`src/rtl/tmr_rb_pkg.sv`:
```
package tmr_rb_pkg;
  localparam int BYTE_W = 8;
  localparam int CTL_W  = 8;

  typedef enum logic [1:0] {
    RW_PAIR_ALT = 2'b00,
    RW_LO_ONLY  = 2'b01,
    RW_HI_ONLY  = 2'b10,
    RW_PAIR     = 2'b11
  } rw_mode_e;

  function automatic logic is_pair(input logic [1:0] m);
    return (m == RW_PAIR) || (m == RW_PAIR_ALT);
  endfunction
endpackage

```
`src/rtl/tmr_rb_decode.sv`:
```
module tmr_rb_decode
  import tmr_rb_pkg::*;
#(
  parameter int N_CH = 3
) (
  input  logic             clk,
  input  logic             rst,
  input  logic             ctl_wr,
  input  logic [CTL_W-1:0] ctl_data,
  output logic             cmd_hit,
  output logic             take_cnt,
  output logic             take_sts,
  output logic [N_CH-1:0]  sel,
  output logic             fwd_wr,
  output logic [CTL_W-1:0] fwd_data
);
  localparam int SEL_LSB = 1;

  assign cmd_hit  = ctl_wr && (ctl_data[7:6] == 2'b11);
  assign take_cnt = cmd_hit && !ctl_data[5];
  assign take_sts = cmd_hit && !ctl_data[4];

  for (genvar i = 0; i < N_CH; i++) begin : g_sel
    assign sel[i] = ctl_data[SEL_LSB + i];
  end

  always_ff @(posedge clk) begin
    if (rst) begin
      fwd_wr   <= 1'b0;
      fwd_data <= '0;
    end else begin
      fwd_wr   <= ctl_wr && (ctl_data[7:6] != 2'b11);
      fwd_data <= ctl_data;
    end
  end


  fwd_pass_chk: assert property (@(posedge clk) disable iff (rst)
    (ctl_wr && ctl_data[7:6] != 2'b11) |=> (fwd_wr && fwd_data == $past(ctl_data)));

  rb_block_chk: assert property (@(posedge clk) disable iff (rst)
    (ctl_wr && ctl_data[7:6] == 2'b11) |=> !fwd_wr);
endmodule

```
`src/rtl/tmr_rb_chan.sv`:
```
module tmr_rb_chan
  import tmr_rb_pkg::*;
#(
  parameter int CNT_W = 16
) (
  input  logic              clk,
  input  logic              rst,
  input  logic              take_cnt,
  input  logic              take_sts,
  input  logic              rd_stb,
  input  logic [CNT_W-1:0]  live_cnt,
  input  logic [BYTE_W-1:0] live_sts,
  input  logic [1:0]        rw_mode,
  output logic [BYTE_W-1:0] rd_data
);
  logic              sts_pend_q, sts_pend_n;
  logic              cnt_pend_q, cnt_pend_n;
  logic              hi_q, hi_n;
  logic [BYTE_W-1:0] sts_q, sts_n;
  logic [CNT_W-1:0]  cnt_q, cnt_n;
  logic [CNT_W-1:0]  src;
  logic [BYTE_W-1:0] head;
  logic              blocked;

  assign blocked = sts_pend_q || cnt_pend_q;

  always_comb begin
    sts_pend_n = sts_pend_q;
    cnt_pend_n = cnt_pend_q;
    hi_n       = hi_q;
    sts_n      = sts_q;
    cnt_n      = cnt_q;
    if (rd_stb) begin
      if (sts_pend_q) begin
        sts_pend_n = 1'b0;
      end else if (cnt_pend_q) begin
        if (!is_pair(rw_mode) || hi_q) begin
          cnt_pend_n = 1'b0;
          hi_n       = 1'b0;
        end else begin
          hi_n = 1'b1;
        end
      end else if (is_pair(rw_mode)) begin
        hi_n = !hi_q;
      end
    end
    if (!blocked) begin
      if (take_cnt) begin
        cnt_pend_n = 1'b1;
        cnt_n      = live_cnt;
        hi_n       = 1'b0;
      end
      if (take_sts) begin
        sts_pend_n = 1'b1;
        sts_n      = live_sts;
      end
    end
  end

  always_comb begin
    src = cnt_pend_n ? cnt_n : live_cnt;
    if (sts_pend_n) begin
      head = sts_n;
    end else begin
      unique case (rw_mode)
        RW_LO_ONLY: head = src[BYTE_W-1:0];
        RW_HI_ONLY: head = src[2*BYTE_W-1:BYTE_W];
        default:    head = hi_n ? src[2*BYTE_W-1:BYTE_W] : src[BYTE_W-1:0];
      endcase
    end
  end

  always_ff @(posedge clk) begin
    if (rst) begin
      sts_pend_q <= 1'b0;
      cnt_pend_q <= 1'b0;
      hi_q       <= 1'b0;
      sts_q      <= '0;
      cnt_q      <= '0;
      rd_data    <= '0;
    end else begin
      sts_pend_q <= sts_pend_n;
      cnt_pend_q <= cnt_pend_n;
      hi_q       <= hi_n;
      sts_q      <= sts_n;
      cnt_q      <= cnt_n;
      rd_data    <= head;
    end
  end


  cnt_cap_chk: assert property (@(posedge clk) disable iff (rst)
    (take_cnt && !blocked) |=> (cnt_pend_q && cnt_q == $past(live_cnt)));

  sts_show_chk: assert property (@(posedge clk) disable iff (rst)
    (take_sts && !blocked) |=> (rd_data == $past(live_sts)));

  sts_hold_chk: assert property (@(posedge clk) disable iff (rst)
    (sts_pend_q && take_sts) |=> $stable(sts_q));

  cnt_hold_chk: assert property (@(posedge clk) disable iff (rst)
    (cnt_pend_q && take_cnt) |=> $stable(cnt_q));

  cnt_keep_chk: assert property (@(posedge clk) disable iff (rst)
    (cnt_pend_q && !rd_stb) |=> cnt_pend_q);

  sts_first_chk: assert property (@(posedge clk) disable iff (rst)
    (sts_pend_q && cnt_pend_q && rd_stb) |=> (cnt_pend_q && !sts_pend_q));

  rst_clr_chk: assert property (@(posedge clk)
    rst |=> (!sts_pend_q && !cnt_pend_q && !hi_q && rd_data == '0));
endmodule

```
`src/rtl/tmr_readback_unit.sv`:
```
module tmr_readback_unit
  import tmr_rb_pkg::*;
#(
  parameter int N_CH  = 3,
  parameter int CNT_W = 16
) (
  input  logic                     clk,
  input  logic                     rst,
  input  logic                     ctl_wr,
  input  logic [CTL_W-1:0]         ctl_data,
  input  logic [N_CH-1:0]          rd_stb,
  input  logic [N_CH*CNT_W-1:0]    live_cnt,
  input  logic [N_CH*BYTE_W-1:0]   live_sts,
  input  logic [N_CH*2-1:0]        rw_mode,
  output logic [N_CH*BYTE_W-1:0]   rd_data,
  output logic                     fwd_wr,
  output logic [CTL_W-1:0]         fwd_data
);
  logic            cmd_hit;
  logic            take_cnt;
  logic            take_sts;
  logic [N_CH-1:0] sel;

  tmr_rb_decode #(.N_CH(N_CH)) u_dec (
    .clk      (clk),
    .rst      (rst),
    .ctl_wr   (ctl_wr),
    .ctl_data (ctl_data),
    .cmd_hit  (cmd_hit),
    .take_cnt (take_cnt),
    .take_sts (take_sts),
    .sel      (sel),
    .fwd_wr   (fwd_wr),
    .fwd_data (fwd_data)
  );

  for (genvar i = 0; i < N_CH; i++) begin : g_ch
    tmr_rb_chan #(.CNT_W(CNT_W)) u_ch (
      .clk      (clk),
      .rst      (rst),
      .take_cnt (take_cnt && sel[i]),
      .take_sts (take_sts && sel[i]),
      .rd_stb   (rd_stb[i]),
      .live_cnt (live_cnt[i*CNT_W +: CNT_W]),
      .live_sts (live_sts[i*BYTE_W +: BYTE_W]),
      .rw_mode  (rw_mode[i*2 +: 2]),
      .rd_data  (rd_data[i*BYTE_W +: BYTE_W])
    );
  end


  sel_scope_chk: assert property (@(posedge clk) disable iff (rst)
    (take_cnt || take_sts) |-> cmd_hit);
endmodule

```
`config.mk`:
```
export PLATFORM = sky130hd
export DESIGN_NAME = tmr_readback_unit
export DESIGN_NICKNAME = d
export VERILOG_FILES = /design/src/rtl/tmr_rb_pkg.sv /design/src/rtl/tmr_rb_decode.sv /design/src/rtl/tmr_rb_chan.sv /design/src/rtl/tmr_readback_unit.sv
export SDC_FILE = /design/constraint.sdc
export NUM_CORES = 1
export LEC_CHECK = 0
export CAP_MARGIN = 40
export CORE_MARGIN = 10
export CORE_UTILIZATION = 45
export DETAILED_ROUTE_END_ITERATION = 6
export HOLD_SLACK_MARGIN = 0.12
export PLACE_DENSITY = 0.74
export REMOVE_ABC_BUFFERS = 1
export SYNTH_ARGS = -nofsm -noshare
export SYNTH_HDL_FRONTEND = slang
export SYNTH_SLANG_ARGS = --single-unit
```
`constraint.sdc`:
```
create_clock -name clk -period 3.22 [get_ports clk]
set_input_delay 0.644 -clock clk [delete_from_list [all_inputs] [get_ports clk]]
set_output_delay 0.644 -clock clk [all_outputs]
set_load 0.005 [all_outputs]
```
Word level (Yosys, flattened, before mapping)
Index checks and enable logic that the tools add are counted.
{ "word_totals": {"in_bits": 92, "word_cells": 130, "regBits": 114, "out_inout_bits": 33} }
{ "op_classes": {"n_reduce_logical": 30, "mux": 69, "eq_ne": 11} }
{ "op_table": {"columns": ["operator", "count"], "rows": [
  ["two-way mux 16 bit", 9],
  ["two-way mux 8 bit", 12],
  ["one-hot mux 8 bit (2 select lines)", 3],
  ["two-way mux 1 bit", 45],
  ["== test 2 bit, second input constant", 7],
  ["logical AND 1 bit", 10],
  ["logical OR 1 bit", 9],
  ["logical NOT 1 bit", 8],
  ["== test 2 x 1 -> 1 bit, second input constant", 3],
  ["logical NOT 2 bit", 3],
  ["inequality test 2 bit, second input constant", 1]
]} }

Longest topological paths before layout
{ "logic_depth": {"word_depth": 14, "ltp_mapped": 10, "ltp_nobuf": 8} }

Modules after synthesis
Synthesis repeated with hierarchy kept, for this count alone.
{ "unflattened": {"cells_unflattened": 557, "area_unflattened_um2": 5068.6} }
{ "by_module_without_submodules": {"columns": ["module", "cells_per_inst", "area_each_um2", "n_inst"], "rows": [
  ["tmr_rb_chan", 175, 1580.3, 3],
  ["tmr_rb_decode", 26, 290.3, 1],
  ["tmr_readback_unit", 6, 37.5, 1]
]} }

Worst setup path after synthesis
No wires, ideal clock.
{ "synth_path": {"path_type": "input to register", "from": "in rw_mode[0]", "to": "reg g_ch[0].u_ch.rd_data[5]", "required_time_ns": 3.089, "arrival_time_ns": 2.355, "cell_stages": 8, "path_buffers": 1, "setup_slack_ns": 0.733, "cell_sequence": "inv_1 ha_1 ha_1 o21ai_2 buf_2 mux2_2 o211ai_1 o311ai_1"} }
{ "synth_between": {"elab_chain_cells": 14, "word_cells_on_any_way": 23, "cone_classes": "eq/ne: 3; mux: 16; reduce/logical: 4"} }
{ "synth_rtl": {"columns": ["item", "line", "source"], "rows": [
  ["start, declared", "tmr_readback_unit.sv:14", "input logic [N_CH*2-1:0] rw_mode,"],
  ["== test 2 bit / logical NOT 2 bit (equally long branches)", "tmr_rb_pkg.sv:13", "return (m == RW_PAIR) || (m == RW_PAIR_ALT);"],
  ["logical OR 1 bit", "tmr_rb_pkg.sv:13", null],
  ["logical NOT 1 bit", "tmr_rb_chan.sv:37", "if (!is_pair(rw_mode) || hi_q) begin"],
  ["logical OR 1 bit", "tmr_rb_chan.sv:37", null],
  ["two-way mux 1 bit", "tmr_rb_chan.sv:37", null],
  ["two-way mux 1 bit", "tmr_rb_chan.sv:36", "end else if (cnt_pend_q) begin"],
  ["two-way mux 1 bit", "tmr_rb_chan.sv:34", "if (sts_pend_q) begin"],
  ["two-way mux 1 bit", "tmr_rb_chan.sv:33", "if (rd_stb) begin"],
  ["two-way mux 1 bit", "tmr_rb_chan.sv:48", "if (take_cnt) begin"],
  ["two-way mux 1 bit", "tmr_rb_chan.sv:47", "if (!blocked) begin"],
  ["two-way mux 16 bit", "tmr_rb_chan.sv:61", "src = cnt_pend_n ? cnt_n : live_cnt;"],
  ["two-way mux 8 bit", "tmr_rb_chan.sv:68", "default: head = hi_n ? src[2*BYTE_W-1:BYTE_W] : src[BYTE_W-1:0];"],
  ["one-hot mux 8 bit (2 select lines) (*)", "tmr_rb_chan.sv:65", "unique case (rw_mode)"],
  ["two-way mux 8 bit (*)", "tmr_rb_chan.sv:62", "if (sts_pend_n) begin"],
  ["end signal, assigned", "tmr_rb_chan.sv:80", "rd_data <= '0;"],
  ["end signal, assigned", "tmr_rb_chan.sv:87", "rd_data <= head;"],
  ["end, declared", "tmr_rb_chan.sv:14", "output logic [BYTE_W-1:0] rd_data"]
]} }
Mark *: on every way between the ends. The rest lies on a longest branch, timed or not.
A chain may end at the register's enable or synchronous reset.

Worst setup path after layout
{ "layout_path": {"from": "in rw_mode[0]", "to": "reg g_ch[0].u_ch.rd_data[7]"} }
Same word-level chain as after synthesis.

==> impl_metrics.tcl <==
set metrics [dict create \
    power.internal_uw 2920 \
    setup_viol 0 \
    cts_hold_buf 0 \
    start_util 0.462 \
    min_path_type "reg2reg" \
    grt_pass1_wl_um 23800 \
    ys_ff_latch 114 \
    diodes 0 \
    timing.rr.end "g_ch[1].u_ch.rd_data[3]" \
    layout_common_cells "nand2_1 (160), clkdlybuf4s50_1 (123), dfxtp_1 (114)" \
    cts.sinks 114 \
    clock_latency_ps 500 \
    cpMostUsedCell "ha_1" \
    drv_cap 0 \
    layout-drive-gt1-share 0.0856 \
    p_sw_uw 872 \
    slew_headroom 0.494 \
    ios 125 \
    drc 0 \
    status "finished, final reports clean" \
    root_buffer "clkbuf_8" \
    clockBufferDepth 2 \
    cp-start-kind "input port" \
    grt_remaining_overflow 0 \
    place_hpwl_um 10800 \
    seq_area_um2 2280 \
    wl_met1_um 6580 \
    finalHoldViolCount 0 \
    dr.max_layer_used "met4" \
    crit_start "rw_mode[0]" \
    period_needed_ps 2500 \
    ant_nets 0 \
    die_area_um2 15800 \
    required_ps 3590 \
    path_delay_family "adder cells" \
    place_area_um2 6420 \
    timing.rr.start "g_ch[1].u_ch.cnt_pend_q" \
    hold_path_depth 2 \
    dr_wl_met2_um 7050 \
    nets 813 \
    syn_area_um2 5030 \
    critPathBufInv 2 \
    r2r_slack_ps 1220 \
    drv_slew 0 \
    multiInputGateArea_um2 2550 \
    h-tree-depth 4 \
    path_max_fanout 7 \
    leakage_uw 0.00276 \
    finClkSkew_ps 12.0 \
    dr.pass1.iters 4 \
    worst_setup_path_end_kind "flip-flop" \
    max_freq_mhz 401 \
    max_stage_delay_ps 490 \
    path_clk_slew_ps 50 \
    critPathKind "in2reg" \
    via_count 4597 \
    clkPwrFrac 0.480 \
    grt_max_degree 53 \
    syn_avg_cell_area_um2 8.47 \
    synth_cells 594 \
    avgRoutedWirePerCell_um 16.9 \
    drtIter0Drc 435 \
    drt_wl_total_um 14600 \
    critPathArrivalTime_ps 2860 \
    die_h_um 126 \
    rows 38 \
    switching_share 0.230 \
    critPathSlowestCell "clkdlybuf4s50_1" \
    met3_length_um 786 \
    die_w_um 126 \
    path_cells "clkdlybuf4s50_1 > inv_1 > ha_1 > ha_1 > or2_2 > a21oi_1 > o211a_1 > or2_1 > o311ai_1" \
    seq_area_frac_synth 0.454 \
    async_flop_share 0 \
    pwr-share-seq 0.393 \
    whs_endpoint "g_ch[2].u_ch.cnt_q[13]" \
    grt_pass1_vias 4652 \
    vias_per_cell 5.32 \
    fillers 903 \
    grt_use_total 0.180 \
    rr_worst_depth 5 \
    fin_util 0.642 \
    finalCritPeriodShare 0.775 \
    place.gp.congestion 0.889 \
    post-cts-setup-buffer-count 0 \
    min_from "g_ch[2].u_ch.cnt_q[13]" \
    portBuffers 124 \
    synth_edf_count 0 \
    vdd_drop_max_v 0.000407 \
    worst_pin_slew_ps 754 \
    final_area_um2 6990 \
    yosys_warnings 0 \
    antenna_found_initial 0 \
    combPwrFrac 0.127 \
    grt_setup_unrepaired "no" \
    post_cts_resized 0 \
    synth_ff_type "dfxtp_1" \
    yosysUniqueCellTypes 38 \
    coreArea_um2 10900 \
    syn2layout_area_growth_pct 39.0 \
    p_per_area_nw_per_um2 542 \
    final_common_cell "nand2_1" \
    cts_tree "built" \
    cts_inserted_buffers 17 \
]
registers in the layout (all words and copies together) (netlist names):
| name | cells |
|---|---|
| u_dec.fwd_data | 8 |
| g_ch.u_ch.sts_q | 24 |
| g_ch.u_ch.cnt_q | 48 |
| g_ch.u_ch.rd_data | 24 |
| u_dec.fwd_wr | 1 |
| g_ch.u_ch.hi_q | 3 |
| g_ch.u_ch.sts_pend_q | 3 |
| g_ch.u_ch.cnt_pend_q | 3 |
cell families after synthesis:
family	count (synthesis)	share of synthesized area
AOI/OAI and AO/OA	159	0.203
muxes	48	0.0972
adders and majority gates	9	0.0224
buffers and inverters	52	0.0413
and+or+nand+nor	212	0.183
DFF	114	0.454
stage by stage:
stage	TNS [ps]	hold slack, ps	std cells	total power (uW)	worst slack [ps]
after floorplan	-5810	428	552	1690	-356
after global placement	0	440	832	1980	309
after detailed placement	0	446	833	1990	228
after CTS	0	442	864	3800	744
after global routing	0	465	864	3920	626
final	0	454	864	3790	724
power by group through the flow:
stage               sequential [uW]  clock [uW]  combinational, uW
finish                         1490        1820                480
global route                   1490        1900                519
CTS                            1490        1840                480
detailed placement             1520           0                473
global placement               1520           0                462
floorplan                      1520           0                176
area by class of cell:
cell class | count | area share
inverters | 10 | 0.00537
clock inverters | 11 | 0.0197
well taps | 140 | 0.0250
flip-flops and latches | 114 | 0.326
clock buffers | 20 | 0.0623
repair buffers | 141 | 0.197
multi-input cells | 428 | 0.365
synth_stat cells (2+ instances only):
master | count | area (um^2)
buf_2 | 10 | 50.1
and2_1 | 6 | 37.5
mux2i_1 | 41 | 410
o2bb2ai_1 | 16 | 140
mux2_2 | 7 | 78.8
a21oi_1 | 76 | 380
nor2b_1 | 14 | 87.6
nor3_1 | 3 | 15.0
dfxtp_1 | 114 | 2280
nor3b_1 | 2 | 15.0
a22oi_1 | 16 | 120
ha_1 | 9 | 113
nand2b_1 | 3 | 18.8
o21ai_0 | 3 | 15.0
o311ai_1 | 8 | 70.1
o211ai_1 | 7 | 52.6
buf_1 | 5 | 18.8
a211o_1 | 2 | 17.5
nand2_1 | 160 | 601
nor2_1 | 13 | 48.8
inv_1 | 10 | 37.5
and4b_1 | 3 | 30.0
a41o_1 | 2 | 20.0
a41oi_1 | 2 | 17.5
clkbuf_1 | 27 | 101
a21o_1 | 8 | 60.1
o22ai_1 | 16 | 100
worst max path at each step:
stage | cells after the start | slack [ps] | endpoint
floorplan | 7 | -360 | g_ch[2].u_ch.rd_data[0]
global placement | 9 | 310 | g_ch[0].u_ch.rd_data[0]
detailed placement | 10 | 230 | g_ch[0].u_ch.rd_data[0]
CTS | 10 | 740 | g_ch[0].u_ch.rd_data[0]
global route | 10 | 630 | g_ch[0].u_ch.rd_data[0]
finish | 9 | 720 | g_ch[0].u_ch.rd_data[7]
tightest hold or removal path: stages, from the launching register on:
cell and delay (ps):
dfxtp_1 300, nand2_1 50, a21oi_1 50
metal layers:
metal	up-vias	track usage
li1	2314	-
met1	2137	0.223
met2	131	0.294
met3	15	0.0558
met4	0	0.0529
met5	-	0
Note: power is estimated with default switching activity, not from simulation.
